<file path="config.mk">
export PLATFORM = sky130hd
export DESIGN_NAME = rel_list_expander
export DESIGN_NICKNAME = d
export VERILOG_FILES = /design/src/rtl/rlx_pkg.sv /design/src/rtl/rlx_list_store.sv /design/src/rtl/rlx_walker.sv /design/src/rtl/rlx_desc_pack.sv /design/src/rtl/rel_list_expander.sv
export SDC_FILE = /design/constraint.sdc
export NUM_CORES = 1
export LEC_CHECK = 0
export BUFFER_PORTS_ARGS = -buffer_cell sky130_fd_sc_hd__buf_4
export CORE_AREA = 2 2 454 456
export DETAILED_ROUTE_END_ITERATION = 8
export DIE_AREA = 0 0 456 458
export GPL_ROUTABILITY_DRIVEN = 0
export PLACE_DENSITY = 0.4
export SLEW_MARGIN = 10
export SYNTH_ARGS = -nofsm -noshare
export SYNTH_HDL_FRONTEND = slang
export SYNTH_SLANG_ARGS = --single-unit
</file>
<file path="constraint.sdc">
create_clock -name clk -period 28.1 [get_ports clk]
set_input_delay 5.62 -clock clk [delete_from_list [all_inputs] [get_ports clk]]
set_output_delay 5.62 -clock clk [all_outputs]
set_load 0.02 [all_outputs]
</file>
<file path="src/rtl/rlx_pkg.sv">
// Shared types and field widths for the release list expander.
// Assumes the descriptor is eight 32-bit words, flattened low word first.
package rlx_pkg;

    localparam int ADDR_W   = 64;
    localparam int COOKIE_W = 20;
    localparam int STAMP_W  = 19;
    localparam int NOTE_W   = 3;
    localparam int SRC_W    = 3;
    localparam int WHY_W    = 4;
    localparam int MGR_W    = 4;
    localparam int SEQ_W    = 24;
    localparam int TRIES_W  = 7;
    localparam int RSSI_W   = 8;
    localparam int WORD_W   = 32;
    localparam int N_WORDS  = 8;
    localparam int DESC_W   = WORD_W * N_WORDS;

    localparam logic [SRC_W-1:0] SRC_QUEUE_MGR = 3'd0;
    localparam logic [WHY_W-1:0] WHY_ACKED     = 4'd0;

    // One buffer record of a release list.
    typedef struct packed {
        logic [ADDR_W-1:0]   addr;
        logic [COOKIE_W-1:0] cookie;
        logic [STAMP_W-1:0]  stamp;
        logic [NOTE_W-1:0]   note;
    } item_t;

    // Fields common to every record of one command.
    typedef struct packed {
        logic [SRC_W-1:0]   src;
        logic [WHY_W-1:0]   why;
        logic [MGR_W-1:0]   mgr;
        logic [SEQ_W-1:0]   seq;
        logic [TRIES_W-1:0] tries;
        logic [RSSI_W-1:0]  rssi;
    } shared_t;

    localparam int ITEM_W = $bits(item_t);

endpackage

</file>
<file path="src/rtl/rlx_list_store.sv">
// Holds the records and shared fields of the command being expanded.
// Assumes load is only raised when no list is in flight; sel is the
// index of the record currently presented on the output.
module rlx_list_store
    import rlx_pkg::*;
#(
    parameter int MAX_ITEMS = 8,
    parameter int IDX_W     = 3
) (
    input  logic                          clk,
    input  logic                          rst_n,
    input  logic                          load,
    input  logic [MAX_ITEMS*ITEM_W-1:0]   items_flat,
    input  shared_t                       shared_in,
    input  logic [IDX_W-1:0]              sel,
    output item_t                         item_sel,
    output shared_t                       shared_q
);

    item_t slot_q [MAX_ITEMS];

    // One register per list slot, written together when a command is taken.
    for (genvar i = 0; i < MAX_ITEMS; i++) begin : g_slot
        always_ff @(posedge clk) begin
            if (!rst_n) begin
                slot_q[i] <= '0;
            end else if (load) begin
                slot_q[i] <= item_t'(items_flat[i*ITEM_W +: ITEM_W]);
            end
        end
    end

    // Shared fields captured alongside the records.
    always_ff @(posedge clk) begin
        if (!rst_n) begin
            shared_q <= '0;
        end else if (load) begin
            shared_q <= shared_in;
        end
    end

    // Select the record being emitted; out-of-range index yields zero.
    always_comb begin
        if (int'(sel) < MAX_ITEMS) begin
            item_sel = slot_q[sel];
        end else begin
            item_sel = '0;
        end
    end

endmodule

</file>
<file path="src/rtl/rlx_walker.sv">
// Control for list iteration: takes a command when idle, steps through
// its records one handshake at a time and marks first and last.
// Assumes cmd_count may exceed MAX_ITEMS; such lengths are clamped.
module rlx_walker #(
    parameter int MAX_ITEMS = 8,
    parameter int CNT_W     = 4,
    parameter int IDX_W     = 3
) (
    input  logic             clk,
    input  logic             rst_n,
    input  logic             cmd_valid,
    input  logic [CNT_W-1:0] cmd_count,
    input  logic             out_ready,
    output logic             cmd_ready,
    output logic             load,
    output logic             out_valid,
    output logic [IDX_W-1:0] idx,
    output logic             is_first,
    output logic             is_last
);

    localparam logic [CNT_W-1:0] LIMIT = CNT_W'(MAX_ITEMS);

    logic             busy_q;
    logic [CNT_W-1:0] len_q;
    logic [IDX_W-1:0] idx_q;
    logic [CNT_W-1:0] eff_len;
    logic [CNT_W-1:0] idx_ext;

    // Clamp the requested length to the storage depth.
    always_comb begin
        eff_len = (cmd_count > LIMIT) ? LIMIT : cmd_count;
    end

    // Take a non-empty command when idle; empty commands are dropped.
    always_comb begin
        cmd_ready = !busy_q;
        load      = !busy_q && cmd_valid && (eff_len != '0);
    end

    // Position markers for the record currently presented.
    always_comb begin
        idx_ext  = CNT_W'(idx_q);
        is_first = (idx_q == '0);
        is_last  = ((idx_ext + CNT_W'(1)) == len_q);
    end

    // Iteration state: busy flag, list length and current index.
    always_ff @(posedge clk) begin
        if (!rst_n) begin
            busy_q <= 1'b0;
            len_q  <= '0;
            idx_q  <= '0;
        end else if (!busy_q) begin
            if (load) begin
                busy_q <= 1'b1;
                len_q  <= eff_len;
                idx_q  <= '0;
            end
        end else if (out_ready) begin
            if (is_last) begin
                busy_q <= 1'b0;
                idx_q  <= '0;
            end else begin
                idx_q <= idx_q + IDX_W'(1);
            end
        end
    end

    assign out_valid = busy_q;
    assign idx       = idx_q;

endmodule

</file>
<file path="src/rtl/rlx_desc_pack.sv">
// Builds the eight-word completion descriptor for one record.
// Purely combinational; assumes its inputs are register outputs so the
// descriptor is stable whenever they are.
module rlx_desc_pack
    import rlx_pkg::*;
#(
    parameter logic [3:0] LOCAL_MGR_ID = 4'd0
) (
    input  item_t              item,
    input  shared_t            shared,
    input  logic               is_first,
    input  logic               is_last,
    output logic [DESC_W-1:0]  desc
);

    logic [WORD_W-1:0] w [N_WORDS];
    logic              from_queue;
    logic              was_acked;

    // Qualifiers that gate the conditional fields.
    always_comb begin
        from_queue = (shared.src == SRC_QUEUE_MGR);
        was_acked  = from_queue && (shared.why == WHY_ACKED);
    end

    // Field placement, one word at a time.
    always_comb begin
        for (int k = 0; k < N_WORDS; k++) begin
            w[k] = '0;
        end
        w[0]        = item.addr[31:0];
        w[1]        = item.addr[63:32];
        w[2][2:0]   = shared.src;
        w[2][12:9]  = shared.mgr;
        w[2][16:13] = shared.why;
        w[2][29:18] = item.cookie[11:0];
        w[2][30]    = 1'b1;
        if (from_queue) begin
            w[3][23:0]  = shared.seq;
            w[3][30:24] = shared.tries;
        end
        w[3][31]    = (shared.mgr != LOCAL_MGR_ID);
        if (was_acked) begin
            w[4][7:0] = shared.rssi;
        end
        w[4][8]     = is_first;
        w[4][9]     = is_last;
        w[4][12:10] = item.note;
        w[4][31:13] = item.stamp;
        w[7][27:20] = item.cookie[19:12];
    end

    // Flatten the words, word 0 in the low bits.
    for (genvar k = 0; k < N_WORDS; k++) begin : g_flat
        assign desc[k*WORD_W +: WORD_W] = w[k];
    end

endmodule

</file>
<file path="src/rtl/rel_list_expander.sv">
// Top of the release list expander. Captures a list command, then emits
// one completion descriptor per record on a valid/ready stream.
// Assumes the consumer may stall at any time; a new command is taken
// only once the previous list has fully drained.
module rel_list_expander
    import rlx_pkg::*;
#(
    parameter int         MAX_ITEMS    = 8,
    parameter logic [3:0] LOCAL_MGR_ID = 4'd0,
    localparam int        CNT_W        = $clog2(MAX_ITEMS + 1),
    localparam int        IDX_W        = (MAX_ITEMS > 1) ? $clog2(MAX_ITEMS) : 1
) (
    input  logic                          clk,
    input  logic                          rst_n,
    input  logic                          cmd_valid,
    output logic                          cmd_ready,
    input  logic [CNT_W-1:0]              cmd_count,
    input  logic [MAX_ITEMS*64-1:0]       cmd_addr,
    input  logic [MAX_ITEMS*20-1:0]       cmd_cookie,
    input  logic [MAX_ITEMS*19-1:0]       cmd_stamp,
    input  logic [MAX_ITEMS*3-1:0]        cmd_note,
    input  logic [2:0]                    cmd_src,
    input  logic [3:0]                    cmd_why,
    input  logic [3:0]                    cmd_mgr,
    input  logic [23:0]                   cmd_seq,
    input  logic [6:0]                    cmd_tries,
    input  logic [7:0]                    cmd_rssi,
    output logic                          out_valid,
    input  logic                          out_ready,
    output logic [255:0]                  out_desc
);

    logic [MAX_ITEMS*ITEM_W-1:0] items_flat;
    shared_t                     shared_in;
    shared_t                     shared_q;
    item_t                       item_sel;
    logic                        load;
    logic [IDX_W-1:0]            idx;
    logic                        is_first;
    logic                        is_last;

    // Gather each record's fields from the per-field port vectors.
    for (genvar i = 0; i < MAX_ITEMS; i++) begin : g_gather
        assign items_flat[i*ITEM_W +: ITEM_W] = {cmd_addr[i*ADDR_W +: ADDR_W],
                                                 cmd_cookie[i*COOKIE_W +: COOKIE_W],
                                                 cmd_stamp[i*STAMP_W +: STAMP_W],
                                                 cmd_note[i*NOTE_W +: NOTE_W]};
    end

    assign shared_in = '{src: cmd_src, why: cmd_why, mgr: cmd_mgr,
                         seq: cmd_seq, tries: cmd_tries, rssi: cmd_rssi};

    rlx_walker #(
        .MAX_ITEMS (MAX_ITEMS),
        .CNT_W     (CNT_W),
        .IDX_W     (IDX_W)
    ) u_walker (
        .clk       (clk),
        .rst_n     (rst_n),
        .cmd_valid (cmd_valid),
        .cmd_count (cmd_count),
        .out_ready (out_ready),
        .cmd_ready (cmd_ready),
        .load      (load),
        .out_valid (out_valid),
        .idx       (idx),
        .is_first  (is_first),
        .is_last   (is_last)
    );

    rlx_list_store #(
        .MAX_ITEMS (MAX_ITEMS),
        .IDX_W     (IDX_W)
    ) u_store (
        .clk        (clk),
        .rst_n      (rst_n),
        .load       (load),
        .items_flat (items_flat),
        .shared_in  (shared_in),
        .sel        (idx),
        .item_sel   (item_sel),
        .shared_q   (shared_q)
    );

    rlx_desc_pack #(
        .LOCAL_MGR_ID (LOCAL_MGR_ID)
    ) u_pack (
        .item     (item_sel),
        .shared   (shared_q),
        .is_first (is_first),
        .is_last  (is_last),
        .desc     (out_desc)
    );

endmodule

</file>
---- Word-level counts from Yosys, hierarchy flattened ----
Memories as Yosys holds them, arrays and structs flattened. A register that Yosys moved wholly into a read port is not among the register bits.
Index checks and enable logic that the tools add are counted.
storage, ports and cells
  RAM bits ................................ 848
  input bits .............................. 906
  output and inout port bits .............. 258
  flip-flop bits (word level) ............. 58
  memories ................................ 1
cells by class
  add/sub/neg operators ................... 2
  $lt $le $gt $ge ......................... 1
  muxes and demuxes ....................... 24
  bitwise operators ....................... 9
  reductions and logical operators ........ 12
  equal/unequal tests ..................... 2
memory list
  memory          words  width  rd ports  clocked after memory_dff  wr ports  line                  source
  u_store.slot_q  8      106    1         1                         8         rlx_list_store.sv:20  item_t slot_q [MAX_ITEMS];
operator list
  operator                                               count
  two-way mux 106 bit                                    8
  two-way mux 31 bit                                     1
  two-way mux 3 bit                                      6
  two-way mux 8 bit                                      1
  OR 1 bit                                               8
  nonzero test 4 bit                                     2
  two-way mux 1 bit                                      7
  logical NOT 3 bit                                      2
  adder 3 x 1 -> 4 bit (second input constant)           1
  equality test 4 bit                                    1
  greater-than comparator 4 bit (second input constant)  1
  logical NOT 4 bit                                      1
  two-way mux 4 bit                                      1
  AND reduction 2 bit                                    2
  adder 3 x 1 -> 3 bit (second input constant)           1
  logical AND 1 bit                                      3
  != test 2 bit (second input constant)                  1
  nonzero test 2 bit                                     1
  logical NOT 1 bit                                      1
  NOT 1 bit                                              1

---- Depth between registers and ports, before layout ----
  depth in word-level cells ............... 8
  depth in mapped cells ................... 7
  mapped depth without buffers ............ 6

---- Hierarchy ----
Synthesis repeated with hierarchy kept, for this count alone.
second synthesis, totals
  cell total of the unflattened synthesis .. 2,739
  area total of the unflattened synthesis .. 42,214.2 sq um
by module, submodules not included
  module          area each (sq um)  instances  cells an instance  sequential area each (sq um)
  rlx_list_store  39,776.9           1          2,425              26,465.4
  rlx_desc_pack   1,963.1            1          265                0.0
  rlx_walker      474.2              1          49                 160.2

---- Least setup slack after synthesis ----
No wires, ideal clock.
  path kind ............................... input -> register
  start point ............................. in cmd_count[0]
  end point ............................... mem u_store.slot_q[0][0] (netlist name), enable pin
  data arrival time ....................... 20.404 ns
  stages on the path ...................... 5
  path buffers ............................ 2
  setup slack ............................. 1.749 ns
  library setup time ...................... 5.946 ns
  cells stage by stage .................... or4_1 nand3_1 buf_2 buf_2 nand2_1
RTL lines
  element          line                     source
  start, declared  rel_list_expander.sv:17  input logic [CNT_W-1:0] cmd_count,
  end, declared    rlx_list_store.sv:20

==> out/results.ini <==
[setup_path]
critPathKind = reg -> out
cp-start-kind = register
required_ns = 22.48
path_max_fanout = 41
arrival_ns = 4.47
cp-end-kind = primary output

[drt]
drtPass1Iterations = 6
drc = 0
via_per_inst = 4.22
antenna_left = 0
dr_total_vias = 27200
drt_iter0_markers = 2262
wl_per_cell_um = 25.6
routed_wl_um = 165000

[timing]
hold_violations = 0
period_needed_ns = 10.09
tns_ns = 0
setup_violations = 0
worst_slew_pin_slew_ns = 1.66
fin_skew_ns = 0.0310
slew-limit-headroom_pct = -10.9
max_clock_freq_ghz = 0.0991
min_period_over_period_pct = 35.9
slew_viol_final = 130
rsz0062_at_grt = no

[final_layout]
area_delta_synth_final_pct = 31.7
layout_common_cells = buf_4 (1098), and3_1 (856), edfxtp_1 (848)
fin_area_um2 = 55000
layout_commonest_cell = buf_4
final_layout_size_suffix_gt1_share_pct = 42.9
fin_nets = 4534
nFillCells = 21100

[clocking]
cts_tree = built
cts_hold_buffers = 0
cts-root-buf = clkbuf_16
clk_pin_slew_ns = 0.06
htreeDepth = 3
cts_setup_buffers = 0
cts_buffers = 110
clockBufferDepth = 3
cts_resized = 0
insertion_delay_ns = 0.73
cts_sinks = 909

[power_and_ir_drop]
internal_power_mw = 2.65
switchingPower_mw = 0.890
swShare_pct = 25.1
powerDensity_nw_per_um2 = 64.5
vdd_drop_max_mv = 0.0429
p_clk_share_pct = 40.8
p_leak_nw = 24.1
comb_power_share_pct = 12.6
power_frac_seq_pct = 46.6

[status]
violations = slew limit
status = finished, violations left

[global_route]
antenna_found_initial = 59
grt_max_degree = 262
track_usage_pct = 15.2
grt-ovfl-total = 0
grt_pass1_vias = 27900
grt_pass1_wl_um = 224000

[logic_synthesis]
avgSynthCellArea_um2 = 15.5
syn_inst = 2697
ys_types = 35
seq_area_frac_synth_pct = 63.9
yosysWarningCount = 0
synth_area_um2 = 41700
ys_ff_latch = 909

[job]
drv_cap = 0

[min_path]
hold_path.class = reg -> reg

[placement]
dpl-instance-area_um2 = 51300
io_buffers = 1066
dp_hpwl_um = 117000

[die]
io_pins = 1164
fp.dieH_um = 458
die-area_um2 = 209000
initial_core_util_pct = 20.5
die_w_um = 456
num_rows = 166
core_um2 = 204000

[worst paths after layout]
check                                    startpoint                                  end  slack (ns)  cells past startpoint
setup / recovery                           register                         out_desc[24]       18.01                      5
hold / removal    u_store.shared_q[25]$_SDFFE_PN0P_    u_store.shared_q[25]$_SDFFE_PN0P_        0.45                      2
setup reg to reg      u_walker.out_valid$_SDFF_PN0_  u_store.slot_q[1][44]$_SDFFCE_PN0P_       23.06                      7
hold reg to reg   u_store.shared_q[25]$_SDFFE_PN0P_    u_store.shared_q[25]$_SDFFE_PN0P_        0.45                      2
[critical path: stages, from the launching register on]
cell     delay [ns]
dfxtp_4        0.73
buf_4          0.83
buf_4          0.83
mux4_2         0.67
mux2_2         0.28
buf_4          0.17
[power by group through the flow]
stage | Sequential (mW) | Combinational [mW] | Clock [mW]
after floorplan | 1.74 | 0.267 | 0
after global placement | 1.68 | 0.454 | 0
after detailed placement | 1.68 | 0.454 | 0
after CTS | 1.65 | 0.455 | 1.50
after global routing | 1.66 | 0.480 | 1.54
final | 1.65 | 0.446 | 1.45
[sequential cells by signal (all words and copies together) (netlist names), named ones only]
signal	cells
u_walker.len_q	4
u_walker.idx	3
u_walker.out_valid	1
u_store.shared_q	50
u_store.slot_q	848
[final cells by class]
class | instances | area (um2) | area share [%]
inverters | 4 | 15.0 | 0.0273
flip-flops and latches | 909 | 26700 | 48.6
clock inverters | 75 | 716 | 1.30
repair buffers | 1104 | 8360 | 15.2
diodes | 38 | 95.1 | 0.173
clock buffers | 133 | 2890 | 5.26
multi-input cells | 1497 | 12800 | 23.4
well taps | 2688 | 3360 | 6.12
[layer usage]
| metal | GRT usage [%] | up-vias | wire length (um) |
|---|---|---|---|
| met4 | 6.01 | 26 | 4470 |
| met2 | 27.0 | 863 | 87200 |
| met1 | 17.7 | 13900 | 64200 |
| li1 | - | 12200 | - |
| met5 | 0.161 | - | 171 |
| met3 | 3.29 | 212 | 8950 |
[cells by family (layout without fill, tap and decap cells)]
family,Yosys count,after routing,share of synthesized area (%)
buffers and inverters,386,1316,6.22
XOR/XNOR,4,4,0.117
AO/OA/AOI/OAI,61,61,0.779
adder cells (fa/ha/maj),2,2,0.0599
multiplexers,318,318,14.3
flip-flops,909,909,63.9
AND/OR/NAND/NOR,1015,1015,14.6
other,2,135,0.0180
[synth_stat cells]
cell type  instances  area (um2)
a21oi_1           54         270
a31oi_1            1        6.26
and2_1            31         194
and3_1           856        5360
and3_4             1        11.3
buf_1              5        18.8
buf_2             30         150
buf_4            110         826
buf_6             93        1050
clkbuf_1         144         541
conb_1             2        7.51
dfxtp_1           61        1220
edfxtp_1         848       25500
ha_1               2        25.0
inv_1              4        15.0
mux2_2           106        1190
mux4_2           212        4770
nand2_1          105         394
nand2b_1           1        6.26
nand3_1            4        20.0
nand4_1            2        12.5
nor2_1             3        11.3
nor2b_1            2        12.5
nor3_1             3        15.0
nor3b_1            1        7.51
nor4_1             1        6.26
nor4bb_1           3        30.0
o2111ai_1          1        8.76
o21ai_0            1        5.00
o32ai_1            2        17.5
o41ai_1            2        17.5
or4_1              2        15.0
xnor2_1            1        8.76
xnor3_1            1        22.5
xor2_1             2        17.5
[per-stage QoR]
stage          power, mW  cells  util (%)  worst slack [ns]  hold slack [ns]
2_1_floorplan       2.01   2792         -              1.75            0.432
3_3_place_gp        2.13   6202      25.2             17.77            0.438
3_5_place_dp        2.13   6202      25.2             17.73            0.442
4_1_cts             3.61   6410      26.9             17.70            0.451
5_1_grt             3.69   6444      27.0             17.63            0.466
6_report            3.54   6448      27.0             18.01            0.448
Note: power is estimated with default switching activity, not from simulation.
